`config.mk`:
```
export PLATFORM = sky130hd
export DESIGN_NAME = uart_txq
export DESIGN_NICKNAME = d
export VERILOG_FILES = /design/src/rtl/txq_pkg.sv /design/src/rtl/txq_store.sv /design/src/rtl/txq_holdoff.sv /design/src/rtl/uart_txq.sv
export SDC_FILE = /design/constraint.sdc
export NUM_CORES = 1
export LEC_CHECK = 0
export ABC_CLOCK_PERIOD_IN_PS = 2820
export BUFFER_PORTS_ARGS = -buffer_cell sky130_fd_sc_hd__buf_4
export CORE_UTILIZATION = 60
export DETAILED_ROUTE_END_ITERATION = 8
export GPL_TIMING_DRIVEN = 0
export PLACE_DENSITY = 0.78
export SETUP_SLACK_MARGIN = 0.2
export SLEW_MARGIN = 20
export SYNTH_ARGS = -nofsm -noshare
export SYNTH_HDL_FRONTEND = slang
export SYNTH_SLANG_ARGS = --single-unit
```
`constraint.sdc`:
```
create_clock -name clk -period 2.82 [get_ports clk]
set_clock_uncertainty 0.15 [all_clocks]
set_input_delay 0.564 -clock clk [delete_from_list [all_inputs] [get_ports clk]]
set_output_delay 0.564 -clock clk [all_outputs]
set_load 0.02 [all_outputs]
```
`src/rtl/txq_pkg.sv`:
```
package txq_pkg;
  typedef enum logic {
    HO_IDLE = 1'b0,
    HO_WAIT = 1'b1
  } ho_state_e;

  localparam int unsigned TXQ_DEF_DEPTH      = 16;
  localparam int unsigned TXQ_DEF_CHAR_TICKS = 10;
endpackage

```
`src/rtl/txq_store.sv`:
```
module txq_store #(
  parameter int unsigned DEPTH = 16,
  parameter int unsigned DW    = 8,
  localparam int unsigned AW   = (DEPTH > 1) ? $clog2(DEPTH) : 1,
  localparam int unsigned CW   = $clog2(DEPTH + 1)
) (
  input  logic          clk,
  input  logic          rst_n,
  input  logic          push,
  input  logic [DW-1:0] push_data,
  input  logic          pop,
  output logic [DW-1:0] head_data,
  output logic [CW-1:0] count
);
  localparam logic [AW-1:0] LAST = AW'(DEPTH - 1);

  logic [DW-1:0] mem [DEPTH];
  logic [AW-1:0] wr_ptr, rd_ptr, wr_ptr_nx, rd_ptr_nx;

  generate
    if ((DEPTH & (DEPTH - 1)) == 0) begin : g_pow2
      assign wr_ptr_nx = wr_ptr + AW'(1);
      assign rd_ptr_nx = rd_ptr + AW'(1);
    end else begin : g_wrap
      assign wr_ptr_nx = (wr_ptr == LAST) ? '0 : wr_ptr + AW'(1);
      assign rd_ptr_nx = (rd_ptr == LAST) ? '0 : rd_ptr + AW'(1);
    end
  endgenerate

  always_ff @(posedge clk) begin
    if (push) mem[wr_ptr] <= push_data;
  end

  always_ff @(posedge clk or negedge rst_n) begin
    if (!rst_n) begin
      wr_ptr <= '0;
      rd_ptr <= '0;
      count  <= '0;
    end else begin
      if (push) wr_ptr <= wr_ptr_nx;
      if (pop)  rd_ptr <= rd_ptr_nx;
      case ({push, pop})
        2'b10:   count <= count + CW'(1);
        2'b01:   count <= count - CW'(1);
        default: count <= count;
      endcase
    end
  end

  assign head_data = mem[rd_ptr];
endmodule

```
`src/rtl/txq_holdoff.sv`:
```
module txq_holdoff #(
  parameter int unsigned CHAR_TICKS = 10,
  localparam int unsigned TW        = $clog2(CHAR_TICKS + 1)
) (
  input  logic clk,
  input  logic rst_n,
  input  logic ien,
  input  logic tick,
  input  logic arm_set,
  input  logic arm_clr,
  input  logic drain_last,
  input  logic cancel,
  output logic armed,
  output logic waiting
);
  import txq_pkg::*;

  localparam logic [TW-1:0] TICK_END = TW'(CHAR_TICKS - 1);

  ho_state_e     state;
  logic [TW-1:0] ticks;

  always_ff @(posedge clk or negedge rst_n) begin
    if (!rst_n) begin
      armed <= 1'b0;
    end else if (arm_set) begin
      armed <= 1'b1;
    end else if (arm_clr) begin
      armed <= 1'b0;
    end
  end

  always_ff @(posedge clk or negedge rst_n) begin
    if (!rst_n) begin
      state <= HO_IDLE;
      ticks <= '0;
    end else if (!ien) begin
      state <= HO_IDLE;
      ticks <= '0;
    end else if (drain_last && armed) begin
      state <= HO_WAIT;
      ticks <= '0;
    end else if (state == HO_WAIT) begin
      if (cancel) begin
        state <= HO_IDLE;
        ticks <= '0;
      end else if (tick) begin
        if (ticks == TICK_END) begin
          state <= HO_IDLE;
          ticks <= '0;
        end else begin
          ticks <= ticks + TW'(1);
        end
      end
    end
  end

  assign waiting = (state == HO_WAIT);
endmodule

```
`src/rtl/uart_txq.sv`:
```
module uart_txq #(
  parameter int unsigned DEPTH      = txq_pkg::TXQ_DEF_DEPTH,
  parameter int unsigned DW         = 8,
  parameter int unsigned CHAR_TICKS = txq_pkg::TXQ_DEF_CHAR_TICKS
) (
  input  logic          clk,
  input  logic          rst_n,
  input  logic          wr_valid,
  output logic          wr_ready,
  input  logic [DW-1:0] wr_data,
  output logic          head_valid,
  input  logic          head_ready,
  output logic [DW-1:0] head_data,
  output logic          full,
  output logic          empty,
  input  logic          ien,
  input  logic          baud_tick,
  output logic          irq
);
  localparam int unsigned CW = $clog2(DEPTH + 1);
  localparam logic [CW-1:0] FULL_C = CW'(DEPTH);
  localparam logic [CW-1:0] ONE_C  = CW'(1);
  localparam logic [CW-1:0] TWO_C  = CW'(2);

  logic [CW-1:0] count, count_nx;
  logic          wr_fire, pop_fire, drain_last, ho_armed, ho_wait;

  assign full       = (count == FULL_C);
  assign empty      = (count == '0);
  assign wr_ready   = !full;
  assign head_valid = !empty;
  assign wr_fire    = wr_valid && wr_ready;
  assign pop_fire   = head_valid && head_ready;

  always_comb begin
    count_nx = count;
    if (wr_fire && !pop_fire) count_nx = count + ONE_C;
    if (pop_fire && !wr_fire) count_nx = count - ONE_C;
  end

  assign drain_last = pop_fire && !wr_fire && (count == ONE_C);

  txq_store #(.DEPTH(DEPTH), .DW(DW)) u_store (
    .clk       (clk),
    .rst_n     (rst_n),
    .push      (wr_fire),
    .push_data (wr_data),
    .pop       (pop_fire),
    .head_data (head_data),
    .count     (count)
  );

  txq_holdoff #(.CHAR_TICKS(CHAR_TICKS)) u_ho (
    .clk        (clk),
    .rst_n      (rst_n),
    .ien        (ien),
    .tick       (baud_tick),
    .arm_set    (wr_fire && empty),
    .arm_clr    (count_nx >= TWO_C),
    .drain_last (drain_last),
    .cancel     (wr_fire),
    .armed      (ho_armed),
    .waiting    (ho_wait)
  );

  assign irq = ien && empty && !ho_wait;
endmodule

```
==> results.yml, run 1 <==
logic_synthesis:
  synth_edf_count: 128
  async_flop_share_pct: 12.9
  synth_area_um2: 6250
  yosys_warnings: 0
  synthFlopType: "edfxtp_1"
  synth_area_leaders: "edfxtp_1, dfrtp_1, mux4_1, mux4_2, ha_1"
  ys_ff_latch: 147
  synth_top_area_share_pct: 61.5
  synth_nets: 375
  syn_inst: 348
  synth_top_area_cell: "edfxtp_1"
  yosysUniqueCellTypes: 50
  ys_seq_area_share_pct: 69.1
  syn_area_per_cell_um2: 18.0
setup_path:
  start_kind: "register"
  end_kind: "output pin"
  crit_path_frequent_cell: "buf_6"
  critPathMaxStageDelay_ns: 0.53
  cpMaxStageDelayCell: "mux4_2"
  critPathKind: "register to output pin"
  cp.required_ns: 2.11
  path_cells: "buf_8 -> buf_6 -> mux4_2 -> a22oi_1 -> nand2_2 -> buf_6"
  startpoint: "u_store.rd_ptr[0]"
  r2r-start: "u_store.count[0]"
  worstPathArrival_ns: 2.31
  critPathMaxFanout: 6
sta:
  rsz0062_at_grt: "true"
  worstMarginPinSlew_ns: 0.913
  finalMaxSlewViolations: 0
  setup_viol: 8
  relSlewSlack_pct: 38.8
  max_freq_mhz: 331
  fin_crit_sh_pct: 107
  layout_min_cycle_time_ns: 3.02
  final.setup.tns_ns: -0.956
  fin_ws_ns: -0.205
  hold_viol: 0
worst_hold_path:
  min_from: "ien"
  hp-class: "input pin to register"
clocking:
  cts_tree: "done"
  cts_num_sinks: 147
  clk_latency_ns: 0.52
  cts_buffer_depth: 2
  cts_root_buf: "clkbuf_8"
  path_clk_slew_ns: 0.06
  cts_buffers: 17
  cts_max_level: 4
cells_and_area:
  insertedDiodeCount: 0
  filler_cell_count: 543
  nets: 437
  stdcell_count: 554
  syn_to_final_growth_pct: 21.6
  layout-drive-gt1-share_pct: 38.2
  fin_util_pct: 76.3
run_status:
  outcome: "finished with violations"
  violations: "setup timing"
floorplanning:
  io_pins: 27
  initial_core_util_pct: 62.8
  die_h_um: 104
  num_rows: 36
  die_width_um: 104
  core_area_um2: 9950
  die_area_um2: 10800
global_route:
  overflow: 0
  grt_pass1_wl_mm: 19.2
  grt.total_usage_pct: 25.0
  antenna_found_initial: 0
  grt_pass1_vias: 3430
  grt_max_degree: 20
flow_run:
  cap_violations: 0
placement:
  dp_hpwl_mm: 7.80
  dp.cells: 509
  io_buffers: 26
  gp_congestion: 0.820
routing:
  num_vias: 3484
  vias_per_cell: 6.29
  routed_wl_mm: 13.7
  ant_nets: 0
  drc: 0
  wl_per_cell_um: 24.7
  first_pass_iters: 5
  drtIter0Drc: 399
power:
  fin_total_pwr_w: 0.00825
  ir_worst_vdd_uv: 612
  power.leakage_nw: 2.65
  p_per_area_nw_per_um2: 1090
==> worst max-delay path: cells and delay by family (launching register included) <==
kind / cells / cell delay, ns
flip-flops: 1 / 0.37
multiplexers: 1 / 0.53
AO/OA/AOI/OAI: 1 / 0.28
AND/OR/NAND/NOR: 1 / 0.12
buffers and inverters: 3 / 0.48
==> cells by family (layout without fill, tap and decap cells) <==
| family | after synthesis | after routing | share of synthesized area [%] |
|---|---|---|---|
| mux | 34 | 34 | 12.8 |
| simple gates | 77 | 77 | 6.53 |
| compound gates | 35 | 35 | 4.26 |
| xor+xnor | 12 | 12 | 1.68 |
| flops | 147 | 147 | 69.1 |
| buf+inv | 30 | 103 | 2.98 |
| fa+ha+maj | 13 | 13 | 2.60 |
==> final timing paths <==
check	endpoint	slack [ns]	cells past startpoint
worst max-delay path	head_data[7]	-0.20	6
worst min-delay path	u_ho.waiting	0.20	3
worst max register to register	u_ho.armed	0.28	12
worst min register to register	u_ho.ticks[3]	0.34	1
max in group asynchronous	u_store.rd_ptr[2]	1.98	2
min in group asynchronous	u_ho.ticks[2]	0.31	2
==> per-layer routing <==
layer  part of all wire [%]  GRT usage [%]  vias up
met5                      0              0        -
met4                    1.6           9.08        0
met3                    7.2           5.51       22
met2                     51           39.8      164
met1                     40           34.7     1806
li1                       -              -     1492
==> registers in the layout (all words and copies together) (netlist names) <==
name            flops
u_store.mem       128
u_store.count       5
u_ho.ticks          4
u_store.rd_ptr      4
u_store.wr_ptr      4
u_ho.armed          1
u_ho.waiting        1
==> area by class of cell <==
cell class / instances / area [um2] / share of cell area [%]
tap: 133 / 166 / 2.19
inverter: 11 / 46.3 / 0.609
clock buffer: 17 / 414 / 5.45
buffer: 19 / 204 / 2.68
timing repair buffer: 43 / 392 / 5.15
clock inverter: 13 / 188 / 2.47
sequential: 147 / 4320 / 56.9
multi-input combinational: 171 / 1870 / 24.6
==> cells in the final DEF, fill, tap and decap left out, types with 10 or more instances in the layout <==
cell type,instances
mux4_2,29
ha_1,12
buf_6,10
clkbuf_16,18
nand2_1,24
buf_4,37
nor2_1,10
dfrtp_1,19
edfxtp_1,128
a22oi_2,13
==> synth_stat cells (4+ instances only) <==
master / instances
a21oi_1: 4
a22oi_1: 16
buf_2: 4
clkbuf_1: 4
dfrtp_1: 19
edfxtp_1: 128
ha_1: 13
inv_1: 9
mux4_1: 16
mux4_2: 16
nand2_1: 26
nand3_1: 4
nand4_1: 4
nor2_1: 20
nor3_1: 5
xnor2_1: 8
xor2_1: 4
==> report_power, final <==
part	switching, W	total (W)	internal, W	leakage (nW)
logic	0.00168	0.00316	0.00148	0.970
registers	0.000148	0.00281	0.00266	1.39
clock network	0.000855	0.00228	0.00143	0.286
==> per-stage QoR <==
step	setup WS [ns]	instance area, um2	hold slack (ns)
floorplan	0.224	6250	0.118
global placement	-0.570	6610	0.310
global route	-0.295	7600	0.207
CTS	-0.152	7410	0.190
detailed placement	-0.138	6650	0.315
finish	-0.205	7600	0.205
==> repair_timing <==
| item | in CTS | in global routing |
|---|---|---|
| cloned | 0 | 2 |
| hold endpoints to repair | 19 | 0 |
| buffers inserted | 4 | 8 |
| pin swaps | 5 | 18 |
| resized for setup | 51 | 30 |
| hold buffers | 1 | 0 |
| endpoints found under the setup margin | 140 | 69 |
Power figures use the tool's default switching activity.
==> run 2: changes to the inputs <==
--- a/config.mk
+++ b/config.mk
@@ -6,7 +6,7 @@
 export NUM_CORES = 1
 export LEC_CHECK = 0
 export ABC_CLOCK_PERIOD_IN_PS = 2820
-export BUFFER_PORTS_ARGS = -buffer_cell sky130_fd_sc_hd__buf_4
+export BUFFER_PORTS_ARGS = -buffer_cell sky130_fd_sc_hd__buf_2
 export CORE_UTILIZATION = 60
 export DETAILED_ROUTE_END_ITERATION = 8
 export GPL_TIMING_DRIVEN = 0
==> run 2 against run 1 <==
  * The flow still finishes with violations (setup timing)
  * Final cell count down 0.54%
  * Combinational power fell by 6.6%
  * Routed wire length about the same
  * Core utilization is 1.2 points lower
  * Count of clock-buffer cells in the layout did not move
  * Power decreased by 1.3%
  * Flip-flop and latch count stayed put
==> results.yml, run 2 (synthesis results as in run 1) <==
setup_path:
  end_kind: "output pin"
  critPathMaxFanout: 6
  worstPathArrival_ns: 2.27
  start_kind: "register"
  critPathKind: "register to output pin"
  cp.required_ns: 2.11
sta:
  relSlewSlack_pct: 37.1
  finalMaxSlewViolations: 0
  fin_crit_sh_pct: 106
  worstMarginPinSlew_ns: 0.940
  fin_ws_ns: -0.165
  hold_viol: 0
  setup_viol: 8
  max_freq_mhz: 335
  rsz0062_at_grt: "true"
  layout_min_cycle_time_ns: 2.98
placement:
  dp.cells: 511
  gp_congestion: 0.824
  io_buffers: 26
  dp_hpwl_mm: 7.92
floorplanning:
  core_area_um2: 9950
  initial_core_util_pct: 62.8
  die_area_um2: 10800
  io_pins: 27
  die_width_um: 104
  die_h_um: 104
  num_rows: 36
global_route:
  grt_pass1_wl_mm: 20.4
  overflow: 0
  grt_max_degree: 20
  antenna_found_initial: 0
  grt.total_usage_pct: 26.4
  grt_pass1_vias: 3478
clocking:
  clk_latency_ns: 0.52
  cts_buffers: 17
  cts_tree: "done"
  cts_num_sinks: 147
  cts_buffer_depth: 2
  path_clk_slew_ns: 0.06
  cts_max_level: 4
  cts_root_buf: "clkbuf_8"
cells_and_area:
  layout-drive-gt1-share_pct: 36.4
  largest_register_ffs: 128
  fin_util_pct: 75.1
  layout_common_cells: "edfxtp_1, mux4_2, buf_2, nand2_1, dfrtp_1"
  stdcell_count: 551
  final_common_cell: "edfxtp_1"
  reg_top3: "u_store.mem (128), u_store.count (5)"
  insertedDiodeCount: 0
  regMostFlops: "u_store.mem"
  syn_to_final_growth_pct: 19.6
  nets: 433
routing:
  routed_wl_mm: 13.7
  ant_nets: 0
  vias_per_cell: 6.34
  drc: 0
  wl_per_cell_um: 24.8
  drtIter0Drc: 372
  num_vias: 3493
  first_pass_iters: 5
power:
  p_per_area_nw_per_um2: 1090
  ir_worst_vdd_uv: 616
  power.leakage_nw: 2.62
flow_run:
  cap_violations: 0
run_status:
  violations: "setup timing"
  outcome: "finished with violations"
worst_hold_path:
  hp-class: "input pin to register"
## run 2: area by class of cell
class / instances / area [um2]
sequential: 147 / 4320
clock buffer: 17 / 414
clock inverter: 14 / 210
multi-input combinational: 171 / 1860
tap: 133 / 166
fill: 542 / 2480
timing repair buffer: 39 / 273
inverter: 11 / 43.8
buffer: 19 / 191
## run 2: stage by stage
| step | setup TNS [ns] | power, W | setup WS (ns) | hold slack [ns] | instance area (um2) |
|---|---|---|---|---|---|
| 2_1_floorplan | 0 | 0.00453 | 0.224 | 0.118 | 6250 |
| 3_3_place_gp | -19.13 | 0.00512 | -0.621 | 0.327 | 6550 |
| 3_5_place_dp | -5.87 | 0.00522 | -0.181 | 0.359 | 6600 |
| 4_1_cts | -1.12 | 0.00782 | -0.166 | 0.197 | 7360 |
| 5_1_grt | -1.51 | 0.00844 | -0.229 | 0.198 | 7480 |
| 6_report | -0.894 | 0.00813 | -0.165 | 0.206 | 7480 |
## run 2: report_power, final
group,switching (W),internal (W),total (W)
logic,0.00163,0.00132,0.00295
registers,0.000145,0.00266,0.00281
clock network,0.000855,0.00152,0.00237
## run 2: worst paths after layout
check	from	end	slack [ns]	depth (start not counted)
max reg2reg	u_store.wr_ptr[2]	u_store.mem[7][2]	0.27	3
max	u_store.rd_ptr[0]	head_data[7]	-0.16	6
min reg2reg	u_ho.ticks[3]	u_ho.ticks[3]	0.37	1
min	ien	u_ho.waiting	0.21	3
min in group asynchronous	rst_n	u_ho.ticks[2]	0.39	2
max in group asynchronous	rst_n	u_store.count[4]	1.77	2
## run 2: metal layers
| metal | vias up | track usage, % | part of all wire [%] |
|---|---|---|---|
| met3 | 26 | 6.39 | 8.4 |
| met5 | - | 0 | 0 |
| met2 | 222 | 40.3 | 50 |
| met4 | 0 | 10.2 | 2.0 |
| met1 | 1757 | 37.4 | 40 |
| li1 | 1488 | - | - |
## run 2: worst max-delay path: stages, from the launching register on
cell	delay (ns)
dfrtp_1	0.36
buf_6	0.18
buf_4	0.14
mux4_1	0.58
a22oi_2	0.25
nand2_2	0.09
buf_6	0.14
## run 2: what timing repair did
item / 4_1_cts / 5_1_grt
cloned: 0 / 1
endpoints found under the setup margin: 139 / 59
buffers inserted: 3 / 4
hold buffers: 1 / 0
endpoints found under the hold margin: 19 / 0
pin swaps: 4 / 12
gates resized for setup: 38 / 40
